[src/rtl/ssp_pkg.sv]
package ssp_pkg;
  typedef enum logic [1:0] {
    ST_IDLE = 2'd0,
    ST_ARM  = 2'd1,
    ST_TX   = 2'd2,
    ST_RX   = 2'd3
  } ssp_state_e;
endpackage

[src/rtl/ssp_clkgen.sv]
// Half-period prescaler and shift-clock phase. phase 0 = high half, 1 = low half.
module ssp_clkgen #(
  parameter int SLOW_DIV = 12,
  parameter int FAST_DIV = 2
) (
  input  logic clk,
  input  logic rst_n,
  input  logic run,
  input  logic fast,
  output logic sclk,
  output logic fall_stb,
  output logic rise_stb
);
  localparam int SLOW_H = SLOW_DIV / 2;
  localparam int FAST_H = FAST_DIV / 2;
  localparam int MAX_H  = (SLOW_H > FAST_H) ? SLOW_H : FAST_H;
  localparam int CW     = (MAX_H > 1) ? $clog2(MAX_H) : 1;

  logic [CW-1:0] pcnt;
  logic [CW-1:0] lim;
  logic          phase;
  logic          tick;

  assign lim  = fast ? CW'(FAST_H - 1) : CW'(SLOW_H - 1);
  assign tick = run && (pcnt == lim);

  always_ff @(posedge clk) begin
    if (!rst_n || !run) begin
      pcnt  <= '0;
      phase <= 1'b0;
    end else if (tick) begin
      pcnt  <= '0;
      phase <= ~phase;
    end else begin
      pcnt  <= pcnt + CW'(1);
    end
  end

  assign sclk     = !(run && phase);
  assign fall_stb = tick && !phase;
  assign rise_stb = tick && phase;
endmodule

[src/rtl/ssp_tx_shift.sv]
// Transmit shifter: LSB on the pin, advances on every shift-clock rise.
module ssp_tx_shift #(
  parameter int DW = 8
) (
  input  logic          clk,
  input  logic          rst_n,
  input  logic          load,
  input  logic [DW-1:0] data,
  input  logic          rise,
  output logic          dout,
  output logic          done
);
  localparam int CW = (DW > 1) ? $clog2(DW) : 1;

  logic [DW-1:0] sh;
  logic [CW-1:0] cnt;

  always_ff @(posedge clk) begin
    if (!rst_n) begin
      sh  <= '1;
      cnt <= '0;
    end else if (load) begin
      sh  <= data;
      cnt <= '0;
    end else if (rise) begin
      sh  <= {1'b1, sh[DW-1:1]};
      cnt <= cnt + CW'(1);
    end
  end

  assign dout = sh[0];
  assign done = rise && (cnt == CW'(DW - 1));
endmodule

[src/rtl/ssp_rx_shift.sv]
// Receive shifter: preloaded with a single-zero marker; the byte is complete
// once that zero falls out of the top. Bits enter at the bottom, so the first
// sample ends at the top and the output is bit-reversed.
module ssp_rx_shift #(
  parameter int DW = 8
) (
  input  logic          clk,
  input  logic          rst_n,
  input  logic          arm,
  input  logic          fall,
  input  logic          rise,
  input  logic          din,
  output logic [DW-1:0] rd_data,
  output logic          done
);
  localparam logic [DW-1:0] MARK = ~DW'(1);

  logic [DW-1:0] sh;
  logic [DW-1:0] rev;
  logic          gone;

  always_ff @(posedge clk) begin
    if (!rst_n) begin
      sh   <= MARK;
      gone <= 1'b0;
    end else if (arm) begin
      sh   <= MARK;
      gone <= 1'b0;
    end else if (fall && !gone) begin
      sh   <= {sh[DW-2:0], din};
      gone <= !sh[DW-1];
    end
  end

  for (genvar i = 0; i < DW; i++) begin : g_rev
    assign rev[i] = sh[DW-1-i];
  end

  assign done = rise && gone;

  always_ff @(posedge clk) begin
    if (!rst_n)    rd_data <= '0;
    else if (done) rd_data <= rev;
  end
endmodule

[src/rtl/sync_shift_port.sv]
module sync_shift_port #(
  parameter int DW       = 8,
  parameter int SLOW_DIV = 12,
  parameter int FAST_DIV = 2
) (
  input  logic          clk,
  input  logic          rst_n,
  input  logic          fast_sel,
  input  logic          rx_en,
  input  logic          wr_valid,
  output logic          wr_ready,
  input  logic [DW-1:0] wr_data,
  input  logic          clr_tx,
  input  logic          clr_rx,
  output logic          tx_flag,
  output logic          rx_flag,
  output logic          irq,
  output logic [DW-1:0] rd_data,
  output logic          sclk_o,
  output logic          sdata_o,
  output logic          sdata_oe,
  input  logic          sdata_i
);
  import ssp_pkg::*;

  ssp_state_e state, state_nx;
  logic run, fall_stb, rise_stb, tx_load, tx_done, rx_arm, rx_done;

  assign wr_ready = (state == ST_IDLE);
  assign tx_load  = wr_ready && wr_valid;
  assign rx_arm   = (state == ST_ARM);
  assign run      = (state == ST_TX) || (state == ST_RX);
  assign sdata_oe = (state == ST_TX);

  always_comb begin
    state_nx = state;
    unique case (state)
      ST_IDLE: if (wr_valid)                state_nx = ST_TX;
               else if (rx_en && !rx_flag) state_nx = ST_ARM;
      ST_ARM:  state_nx = ST_RX;
      ST_TX:   if (tx_done) state_nx = ST_IDLE;
      ST_RX:   if (rx_done) state_nx = ST_IDLE;
      default: state_nx = ST_IDLE;
    endcase
  end

  always_ff @(posedge clk) begin
    if (!rst_n) state <= ST_IDLE;
    else        state <= state_nx;
  end

  ssp_clkgen #(.SLOW_DIV(SLOW_DIV), .FAST_DIV(FAST_DIV)) u_clkgen (
    .clk(clk), .rst_n(rst_n), .run(run), .fast(fast_sel),
    .sclk(sclk_o), .fall_stb(fall_stb), .rise_stb(rise_stb)
  );

  ssp_tx_shift #(.DW(DW)) u_tx (
    .clk(clk), .rst_n(rst_n), .load(tx_load), .data(wr_data),
    .rise(rise_stb && (state == ST_TX)), .dout(sdata_o), .done(tx_done)
  );

  ssp_rx_shift #(.DW(DW)) u_rx (
    .clk(clk), .rst_n(rst_n), .arm(rx_arm),
    .fall(fall_stb && (state == ST_RX)), .rise(rise_stb && (state == ST_RX)),
    .din(sdata_i), .rd_data(rd_data), .done(rx_done)
  );

  // Completion has priority over a clear in the same cycle
  always_ff @(posedge clk) begin
    if (!rst_n) begin
      tx_flag <= 1'b0;
      rx_flag <= 1'b0;
    end else begin
      if (tx_done)     tx_flag <= 1'b1;
      else if (clr_tx) tx_flag <= 1'b0;
      if (rx_done)     rx_flag <= 1'b1;
      else if (clr_rx) rx_flag <= 1'b0;
    end
  end

  assign irq = tx_flag || rx_flag;
endmodule

[config.mk]
export PLATFORM = sky130hd
export DESIGN_NAME = sync_shift_port
export DESIGN_NICKNAME = d
export VERILOG_FILES = /design/src/rtl/ssp_pkg.sv /design/src/rtl/ssp_clkgen.sv /design/src/rtl/ssp_tx_shift.sv /design/src/rtl/ssp_rx_shift.sv /design/src/rtl/sync_shift_port.sv
export SDC_FILE = /design/constraint.sdc
export NUM_CORES = 1
export LEC_CHECK = 0
export ABC_AREA = 1
export CAP_MARGIN = 10
export CORE_MARGIN = 3
export CORE_UTILIZATION = 45
export CTS_BUF_LIST = sky130_fd_sc_hd__clkbuf_16
export DETAILED_ROUTE_END_ITERATION = 8
export GPL_ROUTABILITY_DRIVEN = 1
export PLACE_DENSITY = 0.75
export SLEW_MARGIN = 20
export SYNTH_ARGS = -nofsm -noshare
export SYNTH_HDL_FRONTEND = slang
export SYNTH_SLANG_ARGS = --single-unit
[constraint.sdc]
create_clock -name clk -period 1.1 [get_ports clk]
set_input_delay 0.11 -clock clk [delete_from_list [all_inputs] [get_ports clk]]
set_output_delay 0.11 -clock clk [all_outputs]
set_load 0.02 [all_outputs]
[After elaboration in Yosys (flattened, before gate mapping)]
Index checks and enable logic that the tools add are counted.
Word-level totals
  bits of input ports: 16
  word-level logic and storage cells: 64
  bits in registers: 36
Cells by class
  reductions and logical operators: 30
  bitwise gates (word level): 2
  mux-type cells: 12
  add/subtract/negate cells: 2
  equal/unequal tests: 8
Operators by type and width (count)
  $mux W8: 2
  $logic_and A1 B1 Y1: 12
  $mux W2: 4
  $pmux W2 S4: 1
  $logic_not A1 Y1: 7
  $add A3 B1 Y3 const B: 2
  $reduce_bool A2 Y1: 3
  $reduce_or A2 Y1: 3
  $eq A2 B2 Y1 const B: 2
  $mux W1: 4
  $eq A3 B3 Y1: 1
  $eq A3 B3 Y1 const B: 1
  $logic_or A1 B1 Y1: 3
  $mux W3: 1
  $ne A3 B2 Y1 const B: 1
  $reduce_and A3 Y1: 1
  $eq A2 B1 Y1 const B: 1
  $logic_not A2 Y1: 1
  $ne A2 B1 Y1 const B: 1
  $ne A2 B2 Y1 const B: 1
  $not A1 Y1: 2

[Longest topological paths before layout]
  depth in word-level cells: 8
  depth in mapped cells: 10

[By module]
From an unflattened synthesis, not the netlist that was laid out.
Unflattened totals
  cells, all modules: 217
  area total of the unflattened synthesis: 1641.6 µm²
By module, submodules not included
  ssp_rx_shift: area an instance 623.1 µm², instances 1, sequential area each 340.3 µm², cells each 78
  ssp_tx_shift: area an instance 509.2 µm², instances 1, sequential area each 220.2 µm², cells each 66
  sync_shift_port: area an instance 306.5 µm², instances 1, sequential area each 80.1 µm², cells each 45
  ssp_clkgen: area an instance 202.7 µm², instances 1, sequential area each 80.1 µm², cells each 28

[Worst setup path before layout]
No wires, ideal clock.
  kind: reg2reg
  start point: register state[1]
  end point: register u_tx.sh[1]
  stages on the path, launching flop included: 7
  required time: 967 ps
  library setup time: 133 ps
  setup slack: -291 ps
  arrival time: 1258 ps
  clock period less this slack: 1391 ps
  path through: dfxtp_1 nor2_1 nand2_1 inv_1 nor2_1 nand2_1 nand3_1
RTL lines
  from (decl): RTL line sync_shift_port.sv:26  | ssp_state_e state, state_nx;
  from (signal assigned): RTL line sync_shift_port.sv:49  | else state <= state_nx;
  $logic_not A2 Y1 *: RTL line sync_shift_port.sv:29  | assign wr_ready = (state == ST_IDLE);
  via wr_ready: RTL line sync_shift_port.sv:11  | output logic wr_ready,
  $logic_and A1 B1 Y1 *: RTL line sync_shift_port.sv:30  | assign tx_load = wr_ready && wr_valid;
  $mux W8 or $reduce_bool A2 Y1 (tied branches)
  to (signal assigned): RTL line ssp_tx_shift.sv:23  | sh <= data;
  to (signal assigned): RTL line ssp_tx_shift.sv:26  | sh <= {1'b1, sh[DW-1:1]};
  to (decl): RTL line ssp_tx_shift.sv:15  | logic [DW-1:0] sh;
The timed path passes the listed nets; every way through them passes the cells marked *.
A chain may end at the register's enable or synchronous reset.

[Worst setup path after layout]
  start point: register u_clkgen.pcnt[0]
  end point: register u_tx.cnt[0]
On the way
  longest elaborated chain between the ends: 4
Ends and longest elaborated chain
  from (decl): RTL line ssp_clkgen.sv:19  | logic [CW-1:0] pcnt;
  from (signal assigned): RTL line ssp_clkgen.sv:35  | pcnt <= pcnt + CW'(1);
  $eq A3 B3 Y1: RTL line ssp_clkgen.sv:25  | assign tick = run && (pcnt == lim);
  $logic_and A1 B1 Y1: RTL line ssp_clkgen.sv:25
  $logic_and A1 B1 Y1: RTL line ssp_clkgen.sv:41  | assign rise_stb = tick && phase;
  $logic_and A1 B1 Y1: RTL line sync_shift_port.sv:59  | .rise(rise_stb && (state == ST_TX)), .dout(sdata_o), .done(tx_done)
  to (signal assigned): RTL line ssp_tx_shift.sv:27  | cnt <= cnt + CW'(1);
  to (decl): RTL line ssp_tx_shift.sv:16  | logic [CW-1:0] cnt;
Every way passes these cells.

==> impl_metrics.py <==
metrics = {
    "grt": {
        "met1_usage_pct": 28.77,
        "top_usage_layer": "met2",
        "grt_pass1_wl_microns": 7169,
        "grt_overflow": 0,
        "met2_usage_pct": 35.40,
        "grt_use_met3_pct": 5.983,
        "grt_pass1_vias": 1458,
        "grt_max_degree": 11,
        "grt_usage_pct": 21.97,
        "antenna_found_initial": 0,
    },
    "synthesis": {
        "syn_avg_cell_area_sq_um": 7.777,
        "ys_ff_latch": 36,
        "synth_flop_cell": "dfxtp_1",
        "synth_nets": 223,
        "synthDistinctLibCells": 27,
        "synth.yosys.warnings": 0,
        "syn_inst": 204,
        "async_flop_share_pct": 0,
        "synth.cell_area_sq_um": 1587,
        "synth-edff-count": 0,
        "ys_seq_area_share_pct": 45.43,
    },
    "floorplanning": {
        "rows": 20,
        "die_w_microns": 65.38,
        "ios": 31,
        "coreArea_sq_um": 3203,
        "dieArea_sq_um": 4274,
        "die_y_microns": 65.38,
        "start_util_pct": 49.53,
    },
    "setup_path": {
        "path_cells": "o21bai_4 -> buf_6 -> nand3_4 -> nor2_4 -> nand2_4 -> or2_1 -> a21oi_1",
        "required_ns": 1.31,
        "crit_type": "reg -> reg",
        "crit_slowest_cell": "dfxtp_4",
        "path_max_fanout": 5,
        "cp-end-kind": "flip-flop",
        "crit_arrival_ns": 1.66,
        "cpPeakStageDelay_ns": 0.36,
        "start_kind": "flip-flop",
    },
    "power": {
        "leakage_nw": 1.232,
        "peakVddDrop_v": 0.001611,
        "cellPowerDensity_nw_per_um2": 1448,
    },
    "detailed_routing": {
        "wirelength_microns": 5195,
        "num_vias": 1737,
        "drc_errors": 0,
        "drt-pass1-iter-count": 4,
        "drt_iter0_drc": 216,
        "viasPerCell": 5.248,
        "antenna_left": 0,
        "wire_per_inst_microns": 15.69,
    },
    "finish": {
        "finalNetCount": 305,
        "antennaDiodeCount": 0,
        "drive_above_1_share_pct": 44.60,
        "layout_commonest_cell": "nand2_1",
        "postLayoutCoreUtil_pct": 84.96,
        "layout_common_cells": "nand2_1 (38), buf_4 (29), dfxtp_1 (29)",
        "synthToLayoutAreaGrowth_pct": 71.53,
        "post-route-cell-area_sq_um": 2721,
    },
    "status": {
        "violations": "negative setup slack",
        "status": "finished with violations",
    },
    "timing": {
        "finClkSkew_ns": 0.003830,
        "final.setup.worst_slack_ns": -0.3437,
        "fmax_mhz": 692.7,
        "slew_viol_final": 0,
        "min_period_ns": 1.444,
        "min_period_over_period_pct": 131.2,
        "setup_violations": 39,
        "rsz0062_at_grt": "true",
        "tns_ns": -7.460,
        "max_slew_margin_pct": 81.42,
        "worst-slew-pin-transition_ns": 0.2757,
        "finalHoldViolCount": 0,
        "whs_ns": 0.3883,
    },
    "placement": {
        "place_congestion": 0.8052,
        "port_buffers": 30,
        "hpwl_microns": 2799,
        "pre_cts_ws_ns": -0.5905,
        "placed_cell_area_sq_um": 2203,
    },
    "flow_run": {
        "cap_violations": 0,
    },
    "min_path": {
        "min_path_type": "in -> reg",
    },
    "clock_network": {
        "cts_sinks": 36,
        "hold_buffers": 0,
        "clk_latency_ns": 0.28,
        "cts_root_buf": "clkbuf_16",
        "clkTransAtPathRegs_ns": 0.05,
        "cts_max_level": 2,
        "numCtsBuffers": 5,
        "cts_tree": "built",
        "clockBufferDepth": 2,
    },
}
-- worst paths after layout --
| check | cells past startpoint | slack [ns] | endpoint | from |
|---|---|---|---|---|
| setup / recovery | 7 | -0.34 | u_tx.cnt[0] | u_clkgen.pcnt[0] |
| hold / removal | 3 | 0.39 | u_rx.sh[0] | sdata_i |
| setup reg to reg | 7 | -0.34 | u_tx.cnt[0] | u_clkgen.pcnt[0] |
| hold reg to reg | 2 | 0.47 | u_tx.sh[0] | u_tx.sh[0] |
-- sequential cells by signal (all words and copies together), names as in the netlist --
name and flops:
u_rx.rd_data 8, u_rx.sh 8, u_tx.sh 8, u_clkgen.pcnt 3, u_tx.cnt 3, state 2
rx_flag 1, tx_flag 1, u_clkgen.phase 1, u_rx.gone 1
-- cells in the mapped netlist, drive strengths merged (3+ instances only) --
master	count	area (sq um)
nand2	49	193.9
nand4	7	65.06
o211ai	3	22.52
nand3	16	105.1
a21oi	15	78.83
o21ai	16	80.07
inv	22	82.58
ha	3	37.54
dfxtp	36	720.7
nor2	27	126.4
-- cell families after synthesis --
| kind of cell | Yosys count | share of synthesized area (%) |
|---|---|---|
| adders and majority gates | 3 | 2.366 |
| AOI/OAI and AO/OA | 35 | 12.62 |
| DFF | 36 | 45.43 |
| buffers and inverters | 28 | 7.334 |
| xor gates and xnor gates | 1 | 0.5522 |
| and+or+nand+nor | 101 | 31.70 |
-- timing repair --
item	in CTS	in global routing
resized for setup	60	71
endpoints found under the setup margin	51	43
gates cloned	3	1
pin swaps	4	22
buffers inserted	3	16
-- per-layer routing --
layer / up-vias / part of all wire, %
met4: 0 / 3.2
met5: - / 0
met3: 19 / 5.9
met2: 72 / 49
li1: 839 / -
met1: 807 / 42
-- power by group --
part           switching, mW  internal [mW]  total [mW]  leakage [nW]
logic                  0.613          0.516        1.13         0.861
clock network          0.500          0.813        1.31        0.0738
registers             0.0938           1.41        1.50         0.297
total                   1.21           2.73        3.94          1.23
-- cell type report --
class                           instances  area, sq um
Timing Repair inverter                  2        20.02
Tap cell                               44        55.05
Multi-Input combinational cell        142        974.7
Inverter                               24        107.6
Fill cell                             176        481.7
Timing Repair Buffer                   75        688.2
Clock buffer                            5        125.1
Sequential cell                        36        739.5
Clock inverter                          3        11.26
-- per-stage QoR --
step / total power, mW / cells
2_1_floorplan: 1.974 / 204
3_3_place_gp: 2.311 / 303
3_5_place_dp: 2.329 / 303
4_1_cts: 3.699 / 317
5_1_grt: 4.137 / 331
6_report: 3.940 / 331
-- critical path: cells and delay by family, from the launching register on --
family / cells / cell delay [ns]
simple gates: 4 / 0.58
flops: 1 / 0.36
compound gates: 2 / 0.31
buf+inv: 1 / 0.14
No activity file was read; power rests on OpenSTA's default activity.
